===== config.mk =====
export PLATFORM = sky130hd
export DESIGN_NAME = octdac_ctrl
export DESIGN_NICKNAME = d
export VERILOG_FILES = /design/src/rtl/octdac_ctrl.sv
export SDC_FILE = /design/constraint.sdc
export NUM_CORES = 1
export LEC_CHECK = 0
export ABC_AREA = 1
export CAP_MARGIN = 20
export CORE_ASPECT_RATIO = 2
export CORE_MARGIN = 4
export CORE_UTILIZATION = 47
export DETAILED_ROUTE_END_ITERATION = 8
export PLACE_DENSITY = 0.67
export SETUP_SLACK_MARGIN = 0.3
export SLEW_MARGIN = 25
export SYNTH_ARGS = -nofsm -noshare
export SYNTH_HDL_FRONTEND = slang
export SYNTH_SLANG_ARGS = --single-unit

===== constraint.sdc =====
create_clock -name clk -period 2.7 [get_ports clk]
set_input_delay 0.54 -clock clk [delete_from_list [all_inputs] [get_ports clk]]
set_output_delay 0.54 -clock clk [all_outputs]
set_load 0.1 [all_outputs]

===== src/rtl/octdac_ctrl.sv =====
module octdac_ctrl #(
  parameter int unsigned CLK_HZ       = 125_000_000,
  parameter int unsigned WAKE_NS      = 10_000,
  parameter int unsigned DEEP_WAKE_NS = 12_000,
  parameter bit          RESET_MID    = 1'b1,
  parameter bit          RESET_EXT_REF = 1'b0
) (
  input  logic        clk,
  input  logic        rst_n,
  input  logic        cmd_valid,
  input  logic [23:0] cmd_word,
  output logic [95:0] dac_codes,
  output logic [7:0]  chan_on,
  output logic        ref_int_sel,
  output logic        ref_on,
  output logic        busy
);
  localparam int unsigned WAKE_CYC = int'((longint'(CLK_HZ) * longint'(WAKE_NS)) / 64'd1_000_000_000);
  localparam int unsigned DEEP_CYC = int'((longint'(CLK_HZ) * longint'(DEEP_WAKE_NS)) / 64'd1_000_000_000);
  localparam int unsigned CNT_W    = $clog2(DEEP_CYC + 1);
  localparam logic [11:0] RST_CODE = RESET_MID ? 12'h800 : 12'h000;

  wire [3:0]  op   = cmd_word[23:20];
  wire [3:0]  addr = cmd_word[19:16];
  wire [11:0] code = cmd_word[15:4];

  wire       addr_ok = !addr[3] || (addr == 4'hF);
  wire [7:0] sel     = (addr == 4'hF) ? 8'hFF : (8'd1 << addr[2:0]);
  wire       chan_op = (op[3:2] == 2'b00) || (op == 4'b0100);
  wire       go      = cmd_valid && (!chan_op || addr_ok);

  wire [7:0] wr_m  = (go && (op == 4'd0 || op == 4'd2 || op == 4'd3)) ? sel : 8'h00;
  wire [7:0] upd_m = !go ? 8'h00 :
                     (op == 4'd1 || op == 4'd3) ? sel :
                     (op == 4'd2) ? 8'hFF : 8'h00;
  wire [7:0] dn_m  = !go ? 8'h00 :
                     (op == 4'd4) ? sel :
                     (op == 4'd5) ? 8'hFF : 8'h00;

  logic [7:0]       pd_q;
  logic [CNT_W-1:0] cnt_q;

  wire wake = |(upd_m & pd_q);
  wire deep = (&pd_q) && !ref_on;

  for (genvar i = 0; i < 8; i++) begin : g_ch
    logic [11:0] in_q, act_q;
    always_ff @(posedge clk or negedge rst_n) begin
      if (!rst_n) begin
        in_q  <= RST_CODE;
        act_q <= RST_CODE;
      end else begin
        if (wr_m[i])  in_q  <= code;
        if (upd_m[i]) act_q <= wr_m[i] ? code : in_q;
      end
    end
    assign dac_codes[12*i +: 12] = act_q;
  end

  always_ff @(posedge clk or negedge rst_n) begin
    if (!rst_n) pd_q <= 8'h00;
    else        pd_q <= (pd_q & ~upd_m) | dn_m;
  end

  always_ff @(posedge clk or negedge rst_n) begin
    if (!rst_n) begin
      ref_int_sel <= !RESET_EXT_REF;
      ref_on      <= !RESET_EXT_REF;
    end else if (go && op == 4'd6) begin
      ref_int_sel <= 1'b1;
      ref_on      <= 1'b1;
    end else if (go && op == 4'd7) begin
      ref_int_sel <= 1'b0;
      ref_on      <= 1'b0;
    end else if (go && op == 4'd5) begin
      ref_on      <= 1'b0;
    end else if ((|upd_m) && ref_int_sel) begin
      ref_on      <= 1'b1;
    end
  end

  always_ff @(posedge clk or negedge rst_n) begin
    if (!rst_n)               cnt_q <= '0;
    else if (wake)            cnt_q <= deep ? CNT_W'(DEEP_CYC) : CNT_W'(WAKE_CYC);
    else if (cnt_q != '0)     cnt_q <= cnt_q - 1'b1;
  end

  assign busy    = (cnt_q != '0);
  assign chan_on = ~pd_q;


  wake_busy_chk: assert property (@(posedge clk) disable iff (!rst_n)
    wake |=> busy);


  chip_down_chk: assert property (@(posedge clk) disable iff (!rst_n)
    (cmd_valid && op == 4'd5) |=> (chan_on == 8'h00) && !ref_on && $stable(dac_codes));


  pd_keep_chk: assert property (@(posedge clk) disable iff (!rst_n)
    (cmd_valid && op == 4'd4) |=> $stable(dac_codes));


  nop_chk: assert property (@(posedge clk) disable iff (!rst_n)
    (cmd_valid && op == 4'hF) |=> $stable(dac_codes) && $stable(chan_on) && $stable(ref_on) && $stable(ref_int_sel));


  ext_lock_chk: assert property (@(posedge clk) disable iff (!rst_n)
    (!ref_int_sel && !(cmd_valid && op == 4'd6)) |=> !ref_on);


  reserved_chk: assert property (@(posedge clk) disable iff (!rst_n)
    (cmd_valid && op[3] && op != 4'hF) |=> $stable(dac_codes) && $stable(chan_on) && $stable(ref_on));
endmodule


==> impl_metrics.py <==
metrics = {
    "detailed_routing": {
        "drc": 0,
        "vias": 6731,
        "wl_mm": 22.4,
        "dr.pass1.iters": 5,
        "drt_iter0_drc": 382,
        "avgViaCountPerCell": 5.07,
        "avgRoutedWirePerCell_um": 16.9,
        "ant_nets": 0,
    },
    "critical_path": {
        "slowest_stage": "dfrtp_1",
        "crit_required_ns": 2.16,
        "crit_fanout": 10,
        "cpPeakStageDelay_ns": 0.41,
        "end_kind": "output port",
        "arrival_ns": 1.73,
        "path_cells": "inv_2 > ha_4 > nand3_4 > inv_2 > nand4_1 > buf_4 > buf_12",
        "critPathLaunchType": "flip-flop",
        "crit_type": "flip-flop to output port",
        "cp_common_cell": "inv_2",
    },
    "layout": {
        "nets": 1126,
        "multi_input_area_um2": 3010,
        "fill_cells": 1641,
        "antenna_cells": 0,
        "drive_above_1_share_pct": 24.9,
        "area_growth_pct": 23.8,
        "seqCellArea_um2": 5350,
        "stdcell_count": 1327,
        "fin_util_pct": 59.1,
    },
    "placed_design": {
        "portBuffers": 129,
        "gp_congestion": 0.911,
        "placed_cells": 1293,
        "dp_hpwl_mm": 15.5,
        "dpl_worst_slack_ns": -0.0687,
    },
    "outcome": {
        "status": "finished, final reports clean",
    },
    "synth": {
        "synth_seq_cells": 213,
        "ys_top_cells_by_area": "dfrtp_1 56%, nand2_1 18%, o21ai_2 6.4%, dfstp_2 5.4%, o21ai_0 4.5%",
        "ys.flop_type": "dfrtp_1",
        "yosysSeqAreaShare_pct": 61.2,
        "synth_edf_count": 0,
        "async_flop_share_pct": 100,
        "synth_nets": 976,
        "yosysTopAreaCellShare_pct": 55.8,
        "ys_warn_count": 0,
        "synth_cell_type_count": 28,
        "syn_inst": 948,
        "syn_area_per_cell_um2": 9.22,
        "synthesis.area_um2": 8740,
        "synth_top_area_cell": "dfrtp_1",
    },
    "sta": {
        "period_minus_slack_ns": 2.27,
        "slew_violations": 0,
        "relSlewSlack_pct": 48.7,
        "period_share_pct": 84.2,
        "rsz0062_at_grt": "false",
        "setup_ws_ns": 0.427,
        "max_freq_ghz": 0.440,
        "worst_clock_skew_ns": 0.0162,
        "worst_pin_slew_ns": 0.762,
        "finalHoldViolations": 0,
        "setup_violations": 0,
    },
    "die": {
        "die_area_um2": 21000,
        "initial_core_util_pct": 47.8,
        "dieWidth_um": 104,
        "rows": 70,
        "core-area_um2": 18300,
        "die_h_um": 201,
        "io_pins": 134,
    },
    "global_route": {
        "grt_use_total_pct": 21.4,
        "grt_pass1_vias": 6647,
        "antenna_found_initial": 0,
        "overflow": 0,
        "grt_pass1_wl_mm": 35.8,
        "grt_max_degree": 74,
    },
    "cts": {
        "cts_sinks": 213,
        "cts_buffer_depth": 3,
        "cts_buffers": 19,
        "cts_tree": "built",
        "worst_skew_pair.late_latency_ns": 0.50,
        "cts.clk_slew.worst_paths_ns": 0.07,
        "cts_setup_buffers": 0,
        "cts-root-buf": "clkbuf_16",
        "htree_levels": 1,
    },
    "pwr": {
        "power.density_nw_per_um2": 1080,
        "worst_ir_drop_vdd_mv": 0.788,
        "p_leak_uw": 0.00576,
    },
    "min_path": {
        "hp-class": "primary input to async pin",
    },
    "job": {
        "cap_violations": 0,
    },
}
-- placed cells by master (no fill, tap or decap) --
master | synthesis | final
nand2_1 | 421 | 421
dfrtp_1 | 195 | 195
buf_4 | 9 | 143
o21ai_0 | 79 | 79
o21ai_2 | 64 | 64
inv_1 | 55 | 51
nand3_1 | 25 | 24
clkdlybuf4s50_1 | 0 | 21
clkbuf_16 | 0 | 19
dfstp_2 | 18 | 18
nor2_1 | 18 | 16
nor2_2 | 5 | 7
nor3_1 | 7 | 7
clkbuf_1 | 13 | 5
inv_2 | 0 | 4
nand4_1 | 4 | 4
clkbuf_8 | 0 | 4
a21oi_1 | 3 | 3
xor2_1 | 3 | 3
clkinv_2 | 0 | 3
buf_12 | 0 | 3
nor4_1 | 2 | 2
xnor2_1 | 2 | 2
bufinv_16 | 0 | 2
nor2_4 | 1 | 1
o21ai_4 | 1 | 1
nor3_4 | 1 | 1
nor4_2 | 1 | 1
o21ai_1 | 1 | 1
nand3_4 | 0 | 1
nand2_2 | 1 | 1
or2_2 | 1 | 1
ha_4 | 0 | 1
inv_6 | 0 | 1
clkinvlp_4 | 0 | 1
-- cells by family (layout without fill, tap and decap cells) --
logic type	after synthesis	count (layout)	share of synthesized area, %
buf+inv	94	257	4.72
compound gates	148	148	11.3
flops	213	213	61.2
xor+xnor	5	5	0.501
simple gates	487	487	22.1
fa+ha+maj	1	1	0.143
-- repair_timing --
item                                    4_1_cts  5_1_grt
resized for setup                             0        1
hold endpoints to repair                      0        0
hold buffers                                  0        0
endpoints found under the setup margin        0       11
-- stage by stage --
step | TNS (ns) | total power [µW] | cell area (µm²) | hold WS [ns]
after floorplan | 0 | 7920 | 8770 | 0.244
after global placement | -0.0233 | 8950 | 10200 | 0.451
after detailed placement | -0.122 | 9010 | 10200 | 0.456
after CTS | 0 | 11800 | 10800 | 0.0802
after global routing | 0 | 12200 | 10800 | 0.102
final | 0 | 11700 | 10800 | 0.0591
-- Yosys cell counts, types with 2 or more instances --
cell,count
nand3_1,25
nor2_2,5
clkbuf_1,13
dfrtp_1,195
buf_2,15
inv_1,55
o21ai_2,64
nand2_1,421
buf_4,9
o21ai_0,79
a21oi_1,3
nor4_1,2
xor2_1,3
nor2_1,18
nor3_1,7
dfstp_2,18
xnor2_1,2
nand4_1,4
-- per-layer routing --
layer	track usage [%]	share of wire, %
met1	26.2	40
met2	38.1	53
met3	3.03	4.6
met4	7.70	3.2
met5	0	0
-- power breakdown --
part           internal, µW  switching [µW]  leakage [µW]
logic                   972            3660       0.00272
clock network          1580            1190      0.000306
registers              3930             362       0.00274
-- registers in the layout, indices dropped and copies added (netlist names) --
register,cells
g_ch.act_q,96
g_ch.in_q,96
cnt_q,11
pd_q,8
ref_int_sel,1
ref_on,1
-- critical path, delay by kind of cell, from the launching register on --
| family | cells | cell delay, ns |
|---|---|---|
| adders and majority gates | 1 | 0.15 |
| buffers and inverters | 4 | 0.50 |
| DFF | 1 | 0.41 |
| and+or+nand+nor | 2 | 0.16 |
-- layout make-up --
| class | count | share of cell area, % |
|---|---|---|
| inverter | 55 | 1.91 |
| clock buffer | 27 | 4.95 |
| clock inverter | 7 | 0.844 |
| sequential | 213 | 49.5 |
| multi-input combinational | 641 | 27.8 |
| timing repair buffer | 168 | 12.5 |
| tap | 216 | 2.50 |
-- path summary, 6_finish.rpt --
kind | end | from | slack (ns) | cells past startpoint
max | busy | cnt_q[1]$_DFFE_PN0P_ | 0.43 | 7
min | g_ch[7].in_q[8]$_DFF_PN0_ | rst_n | 0.06 | 1
max reg2reg | cnt_q[7]$_DFFE_PN0P_ | cnt_q[1]$_DFFE_PN0P_ | 1.13 | 8
min reg2reg | g_ch[5].act_q[11]$_DFFE_PN1P_ | g_ch[5].act_q[11]$_DFFE_PN1P_ | 0.47 | 2
max in group asynchronous | g_ch[0].in_q[11]$_DFF_PN1_ | rst_n | 1.82 | 2
min in group clk | g_ch[5].act_q[11]$_DFFE_PN1P_ | g_ch[5].act_q[11]$_DFFE_PN1P_ | 0.47 | 2
Note: power is estimated with default switching activity, not from simulation.
